**src/rtl/cap_pkg.sv**
```systemverilog
package cap_pkg;
    typedef enum logic [1:0] {
        EDGE_OFF  = 2'b00,
        EDGE_RISE = 2'b01,
        EDGE_FALL = 2'b10,
        EDGE_BOTH = 2'b11
    } edge_mode_e;

    typedef enum logic {
        TRG_LOW  = 1'b0,
        TRG_HIGH = 1'b1
    } trg_state_e;

    typedef enum logic {
        FLG_IDLE = 1'b0,
        FLG_PEND = 1'b1
    } flag_state_e;
endpackage

```
**src/rtl/cap_sync.sv**
```systemverilog
module cap_sync #(
    parameter int WIDTH  = 2,
    parameter int STAGES = 2
) (
    input  logic             clk,
    input  logic             rst_n,
    input  logic [WIDTH-1:0] din,
    output logic [WIDTH-1:0] dout
);
    logic [STAGES-1:0][WIDTH-1:0] stage_q;

    always_ff @(posedge clk or negedge rst_n) begin
        if (!rst_n) begin
            stage_q <= '0;
        end else begin
            stage_q[0] <= din;
            for (int i = 1; i < STAGES; i++) begin
                stage_q[i] <= stage_q[i-1];
            end
        end
    end

    assign dout = stage_q[STAGES-1];
endmodule

```
**src/rtl/cap_edge.sv**
```systemverilog
module cap_edge
    import cap_pkg::*;
(
    input  logic       clk,
    input  logic       rst_n,
    input  logic       level_in,
    input  edge_mode_e mode,
    output logic       fire
);
    trg_state_e state_q, state_d;
    logic rise_ok, fall_ok;

    // Decode which directions the mode accepts.
    always_comb begin
        rise_ok = 1'b0;
        fall_ok = 1'b0;
        unique case (mode)
            EDGE_OFF:  ;
            EDGE_RISE: rise_ok = 1'b1;
            EDGE_FALL: fall_ok = 1'b1;
            EDGE_BOTH: begin
                rise_ok = 1'b1;
                fall_ok = 1'b1;
            end
            default: ;
        endcase
    end

    always_ff @(posedge clk or negedge rst_n) begin
        if (!rst_n) state_q <= TRG_LOW;
        else        state_q <= state_d;
    end

    always_comb begin
        state_d = state_q;
        fire    = 1'b0;
        unique case (state_q)
            TRG_LOW: if (level_in) begin
                state_d = TRG_HIGH;
                fire    = rise_ok;
            end
            TRG_HIGH: if (!level_in) begin
                state_d = TRG_LOW;
                fire    = fall_ok;
            end
            default: state_d = TRG_LOW;
        endcase
    end

    assert_fire_on_move_R2: assert property (@(posedge clk) disable iff (!rst_n)
        fire |=> (state_q != $past(state_q)));
    assert_off_silent_R5: assert property (@(posedge clk) disable iff (!rst_n)
        (mode == EDGE_OFF) |-> !fire);
endmodule

```
**src/rtl/cap_channel.sv**
```systemverilog
module cap_channel
    import cap_pkg::*;
#(
    parameter int TB_W      = 16,
    parameter int SYNC_STGS = 2
) (
    input  logic            clk,
    input  logic            rst_n,
    input  logic [TB_W-1:0] timebase,
    input  logic            pin_a,
    input  logic            pin_b,
    input  edge_mode_e      mode,
    input  logic            irq_en,
    input  logic            flag_clr,
    output logic [TB_W-1:0] cap_value,
    output logic            flag,
    output logic            irq
);
    localparam int PINS = 2;

    logic [PINS-1:0] pins_sync;
    logic            merged;
    logic            hit;
    logic [TB_W-1:0] cap_q;
    flag_state_e     fstate_q, fstate_d;

    cap_sync #(.WIDTH(PINS), .STAGES(SYNC_STGS)) u_sync (
        .clk  (clk),
        .rst_n(rst_n),
        .din  ({pin_b, pin_a}),
        .dout (pins_sync)
    );

    assign merged = |pins_sync;

    cap_edge u_edge (
        .clk     (clk),
        .rst_n   (rst_n),
        .level_in(merged),
        .mode    (mode),
        .fire    (hit)
    );

    always_ff @(posedge clk or negedge rst_n) begin
        if (!rst_n)   cap_q <= '0;
        else if (hit) cap_q <= timebase;
    end

    always_ff @(posedge clk or negedge rst_n) begin
        if (!rst_n) fstate_q <= FLG_IDLE;
        else        fstate_q <= fstate_d;
    end

    always_comb begin
        fstate_d = fstate_q;
        unique case (fstate_q)
            FLG_IDLE: if (hit) fstate_d = FLG_PEND;
            FLG_PEND: if (flag_clr && !hit) fstate_d = FLG_IDLE;
            default:  fstate_d = FLG_IDLE;
        endcase
    end

    always_comb begin
        cap_value = cap_q;
        flag      = (fstate_q == FLG_PEND);
        irq       = flag && irq_en;
    end

    assert_capture_sets_flag_R8: assert property (@(posedge clk) disable iff (!rst_n)
        hit |=> flag);
    assert_flag_holds_R8: assert property (@(posedge clk) disable iff (!rst_n)
        (flag && !flag_clr) |=> flag);
    assert_clear_drops_R8: assert property (@(posedge clk) disable iff (!rst_n)
        (flag_clr && !hit) |=> !flag);
    assert_reg_stable_R5: assert property (@(posedge clk) disable iff (!rst_n)
        !hit |=> $stable(cap_q));
    assert_irq_follows_R9: assert property (@(posedge clk) disable iff (!rst_n)
        irq |-> (flag && irq_en));
endmodule

```
**src/rtl/cap_unit.sv**
```systemverilog
module cap_unit
    import cap_pkg::*;
#(
    parameter int NUM_CH = 2,
    parameter int TB_W   = 16
) (
    input  logic                   clk,
    input  logic                   rst_n,
    input  logic [TB_W-1:0]        timebase,
    input  logic [NUM_CH-1:0]      trig_a,
    input  logic [NUM_CH-1:0]      trig_b,
    input  logic [2*NUM_CH-1:0]    edge_sel,
    input  logic [NUM_CH-1:0]      irq_en,
    input  logic [NUM_CH-1:0]      flag_clr,
    output logic [TB_W*NUM_CH-1:0] cap_value,
    output logic [NUM_CH-1:0]      cap_flag,
    output logic [NUM_CH-1:0]      irq
);
    localparam int MODE_W = 2;

    for (genvar ch = 0; ch < NUM_CH; ch++) begin : g_ch
        edge_mode_e mode_ch;
        assign mode_ch = edge_mode_e'(edge_sel[MODE_W*ch +: MODE_W]);

        cap_channel #(.TB_W(TB_W)) u_chan (
            .clk      (clk),
            .rst_n    (rst_n),
            .timebase (timebase),
            .pin_a    (trig_a[ch]),
            .pin_b    (trig_b[ch]),
            .mode     (mode_ch),
            .irq_en   (irq_en[ch]),
            .flag_clr (flag_clr[ch]),
            .cap_value(cap_value[TB_W*ch +: TB_W]),
            .flag     (cap_flag[ch]),
            .irq      (irq[ch])
        );
    end
endmodule

```
**config.mk**
```make
export PLATFORM = sky130hd
export DESIGN_NAME = cap_unit
export DESIGN_NICKNAME = d
export VERILOG_FILES = /design/src/rtl/cap_pkg.sv /design/src/rtl/cap_sync.sv /design/src/rtl/cap_edge.sv /design/src/rtl/cap_channel.sv /design/src/rtl/cap_unit.sv
export SDC_FILE = /design/constraint.sdc
export NUM_CORES = 1
export LEC_CHECK = 0
export BUFFER_PORTS_ARGS = -buffer_cell sky130_fd_sc_hd__buf_2
export CAP_MARGIN = 10
export CORE_MARGIN = 8
export CORE_UTILIZATION = 45
export DETAILED_ROUTE_END_ITERATION = 10
export PLACE_DENSITY = 0.75
export SYNTH_ARGS = -nofsm -noshare
export SYNTH_HDL_FRONTEND = slang
export SYNTH_SLANG_ARGS = --single-unit
```
**constraint.sdc**
```tcl
create_clock -name clk -period 3.8 [get_ports clk]
set_input_delay 0.76 -clock clk [delete_from_list [all_inputs] [get_ports clk]]
set_output_delay 0.76 -clock clk [all_outputs]
set_load 0.01 [all_outputs]
```
### Word-level counts from Yosys, hierarchy flattened

Cells that the tools add are included.

| cells by class | value |
|---|---|
| eq/ne operators | 6 |
| mux-type cells | 18 |
| bitwise gates (word level) | 4 |
| reduce and logical (&&, ||, !) cells | 12 |

Operators with widths:

| cell | count |
|---|---|
| $mux 1 | 14 |
| $reduce_or 2->1 | 6 |
| $eq 2x2->1 const B | 4 |
| $pmux 1 s2 | 4 |
| $eq 2x1->1 const B | 2 |
| $logic_and 1x1->1 | 4 |
| $not 1->1 | 4 |
| $logic_not 1->1 | 2 |

| storage, ports and cells | value |
|---|---|
| flip-flop bits (word level) | 44 |
| word-level logic and storage cells | 50 |

### Depth between registers and ports, before layout

| logic depth | value |
|---|---|
| depth after elaboration | 9 |
| gate-level depth with buffers | 4 |
| depth with buffers taken out | 3 |

### Modules after synthesis

From an unflattened synthesis, not the netlist that was laid out.

| unflattened totals | value |
|---|---|
| cells, all modules | 98 |
| area, all modules | 1,699.1 um^2 |

By module, submodules not included:

| module | times used | cells each | area each (um^2) |
|---|---|---|---|
| cap_channel | 2 | 39 | 695.7 |
| cap_sync | 2 | 6 | 115.1 |
| cap_edge | 2 | 4 | 38.8 |

### Worst setup path before layout

No wires, ideal clock.

| path | value |
|---|---|
| path type | input to output |
| start point | in irq_en[0] |
| end point | out irq[0] |
| data arrival time | 1,022 ps |
| data required time | 3,040 ps |
| slack | 2,018 ps |
| stages | 2 |
| buffers on the path | 1 |
| path through | and2_1 > buf_4 |

| between the ends | value |
|---|---|
| longest elaborated chain between the ends | 1 |

Ends and longest elaborated chain:

| item | RTL line | text |
|---|---|---|
| from (decl) | cap_unit.sv:13 | `input logic [NUM_CH-1:0] irq_en,` |
| $logic_and 1x1->1 | cap_channel.sv:66 | `irq = flag && irq_en;` |
| to (decl) | cap_unit.sv:17 | `output logic [NUM_CH-1:0] irq` |

No other way between the ends.

### Final worst setup path

Same ends and word-level chain as after synthesis.

==> impl_metrics.json <==
{
  "final-setup-viol-count": 0,
  "die_h_um": 76.9,
  "dp.final_hpwl_um": 2510,
  "std_cell_rows": 22,
  "top_level_ports": 66,
  "worstPathMaxFanout": 1,
  "cts.root.buffer_cell": "sky130_fd_sc_hd__clkbuf_8",
  "worst_r2r_endpoint": "g_ch[1].u_chan.cap_value[2]$_DFFE_PN0P_",
  "relSlewSlack_pct": 38.7,
  "worst-slew-pin-transition_ns": 0.920,
  "setup.worst_path.start_class": "primary input",
  "mapped_cell_area_mm2": 0.00167,
  "distinct_cell_type_count_after_synthesis": 18,
  "global_route.usage.total_pct": 11.4,
  "timing.critical_path.to": "irq[0]",
  "coreArea_mm2": 0.00361,
  "holdBufCountCts": 0,
  "remaining_drc_errors": 0,
  "clk_pin_slew_ns": 0.07,
  "overflow": 0,
  "routed-via-count": 1011,
  "postCtsSetupRepairBufs": 0,
  "leakage_power_nw": 1.03,
  "min_path_cells": 0,
  "post_cts.resized_instances": 0,
  "crit_start": "irq_en[0]",
  "finalHoldViolCount": 0,
  "finalWorstPathRequiredPeriod_ns": 1.89,
  "worst_skew_pair.late_latency_ns": 0.28,
  "power.density_mw_per_mm2": 532,
  "post-route-period-util_pct": 49.8,
  "fin_skew_ns": 0.00571,
  "drive_gt1_share_pct": 60.5,
  "timing.setup.tns_ns": 0,
  "fmaxAchievable_mhz": 528,
  "yosys_most_used_dff": "sky130_fd_sc_hd__dfrtp_1",
  "totalPowerFinal_w": 0.00110,
  "drv_slew": 0,
  "area_growth_pct": 24.1,
  "mostFrequentLayoutCells": "65 x sky130_fd_sc_hd__buf_2, 44 x sky130_fd_sc_hd__dfrtp_1, 14 x sky130_fd_sc_hd__mux2_2",
  "final_area_mm2": 0.00207,
  "first_global_vias": 1165,
  "antenna_cells": 0,
  "cts_max_level": 2,
  "syn-instance-count": 96,
  "yosys_register_bits": 44,
  "drt_iter0_drc": 30,
  "critical_path_required_ns": 3.04,
  "worst_r2r_path_depth": 3,
  "start_util_pct": 46.3,
  "grt_pass1_wl_um": 5450,
  "postPlaceCellArea_mm2": 0.00199,
  "post_drt_via_cell_ratio": 4.81,
  "wire_per_inst_um": 15.4,
  "status": "completed",
  "rsz0062_at_grt": "no",
  "grt_start_max_net_pins": 45,
  "drtPass1Iterations": 4,
  "clock_sink_count": 44,
  "layout_commonest_cell": "sky130_fd_sc_hd__buf_2",
  "crit_type": "primary input to output pin",
  "r2r_slack_ns": 1.98,
  "antenna_violations_before_repair": 0,
  "synth-warning-count": 0,
  "drv.max_cap_violation_count": 0,
  "nets": 192,
  "dieArea_mm2": 0.00591,
  "place_congestion": 0.715,
  "worstReg2RegStart": "g_ch[1].u_chan.u_sync.dout[1]$_DFF_PN0_",
  "postRouteAntennaNets": 0,
  "syn_nets": 126,
  "die_width_um": 76.9,
  "number_of_enable_type_register_cells_in_the_synthesized_netlist": 0,
  "filler_cell_count_in_the_final_layout": 305,
  "drt_wl_total_um": 3230,
  "post_synth.cell_area_avg_um2": 17.4,
  "cp_data_arrival_time_ns": 1.13,
  "yosysSeqAreaShare_pct": 66.0,
  "cts-root-to-sink-buffers": 2,
  "io_buffer_count": 65,
  "worstSetupEndpointType": "output pin",
  "cts_tree": "yes",
  "min_path_type": "flip-flop to flip-flop",
  "peakVddDrop_v": 0.000274,
  "async_flop_share_pct": 100,
  "cts_made_buffers": 5
}
-- area by class of cell --
type,count,area (um2),share of cell area [%]
well taps,48,60.1,2.90
flip-flops and latches,44,1100,53.2
inverters,2,7.51,0.363
clock buffers,6,72.6,3.50
clock inverters,1,5.00,0.242
repair buffers,65,325,15.7
multi-input cells,44,499,24.1
-- cell families after synthesis --
logic type | after synthesis | synth area share [%]
DFF | 44 | 66.0
muxes | 33 | 25.0
buffers and inverters | 8 | 4.12
AOI/OAI and AO/OA | 4 | 2.47
and+or+nand+nor | 7 | 2.47
-- state kept, by name (all words and copies together), names as in the netlist --
name / count
g_ch.u_chan.u_edge.state_q: 2
g_ch.u_chan.cap_value: 32
g_ch.u_chan.u_sync.dout: 4
g_ch.u_chan.u_sync.stage_q: 4
g_ch.u_chan.flag: 2
-- worst max-delay path, stage by stage --
cell and delay, ns:
sky130_fd_sc_hd__buf_2 0.09, sky130_fd_sc_hd__and2_1 0.14, sky130_fd_sc_hd__buf_2 0.14
-- worst min-delay path by stage --
stage	from	to	slack, ns
6_report	g_ch[1].u_chan.u_sync.stage_q[0]$_DFF_PN0_	g_ch[1].u_chan.u_sync.dout[0]$_DFF_PN0_	0.35
4_1_cts	g_ch[0].u_chan.u_sync.stage_q[0]$_DFF_PN0_	g_ch[0].u_chan.u_sync.dout[0]$_DFF_PN0_	0.35
3_5_place_dp	g_ch[0].u_chan.u_sync.stage_q[0]$_DFF_PN0_	g_ch[0].u_chan.u_sync.dout[0]$_DFF_PN0_	0.34
3_3_place_gp	g_ch[0].u_chan.u_sync.stage_q[0]$_DFF_PN0_	g_ch[0].u_chan.u_sync.dout[0]$_DFF_PN0_	0.33
5_1_grt	g_ch[1].u_chan.u_sync.stage_q[0]$_DFF_PN0_	g_ch[1].u_chan.u_sync.dout[0]$_DFF_PN0_	0.36
2_1_floorplan	g_ch[0].u_chan.u_sync.stage_q[0]$_DFF_PN0_	g_ch[0].u_chan.u_sync.dout[0]$_DFF_PN0_	0.33
-- cells in the mapped netlist, types with 2 or more instances --
library cell	count	share of area, %
sky130_fd_sc_hd__dfrtp_1	44	66
sky130_fd_sc_hd__mux2_4	9	8.1
sky130_fd_sc_hd__and2_1	2	0.75
sky130_fd_sc_hd__nand2_1	2	0.45
sky130_fd_sc_hd__inv_1	2	0.45
sky130_fd_sc_hd__mux2_1	9	6.1
sky130_fd_sc_hd__buf_4	4	1.8
sky130_fd_sc_hd__mux2_2	14	9.4
-- metrics by stage --
step	cells	setup WS, ns	util (%)	hold slack, ns
after floorplan	96	2.02	-	0.331
after global placement	203	1.75	55.3	0.334
after detailed placement	203	1.68	55.3	0.339
after CTS	210	1.90	57.4	0.355
after global routing	210	1.89	57.4	0.362
final	210	1.91	57.4	0.353
-- where the power goes --
| group | leakage [nW] | internal, W | switching, W |
|---|---|---|---|
| Combinational | 0.470 | 0.000135 | 0.000121 |
| Sequential | 0.515 | 0.000549 | 0.0000379 |
| Clock | 0.0410 | 0.000125 | 0.000134 |
| Total | 1.03 | 0.000809 | 0.000293 |
-- metal layers --
layer,share of wire [%],GRT usage (%),wire length (um),up-vias
met5,0,0,0,-
met3,10,5.13,336,8
li1,-,-,-,455
met1,39,12.4,1260,500
met4,2.4,6.35,79,0
met2,48,18.2,1550,48
Note: power is estimated with default switching activity, not from simulation.
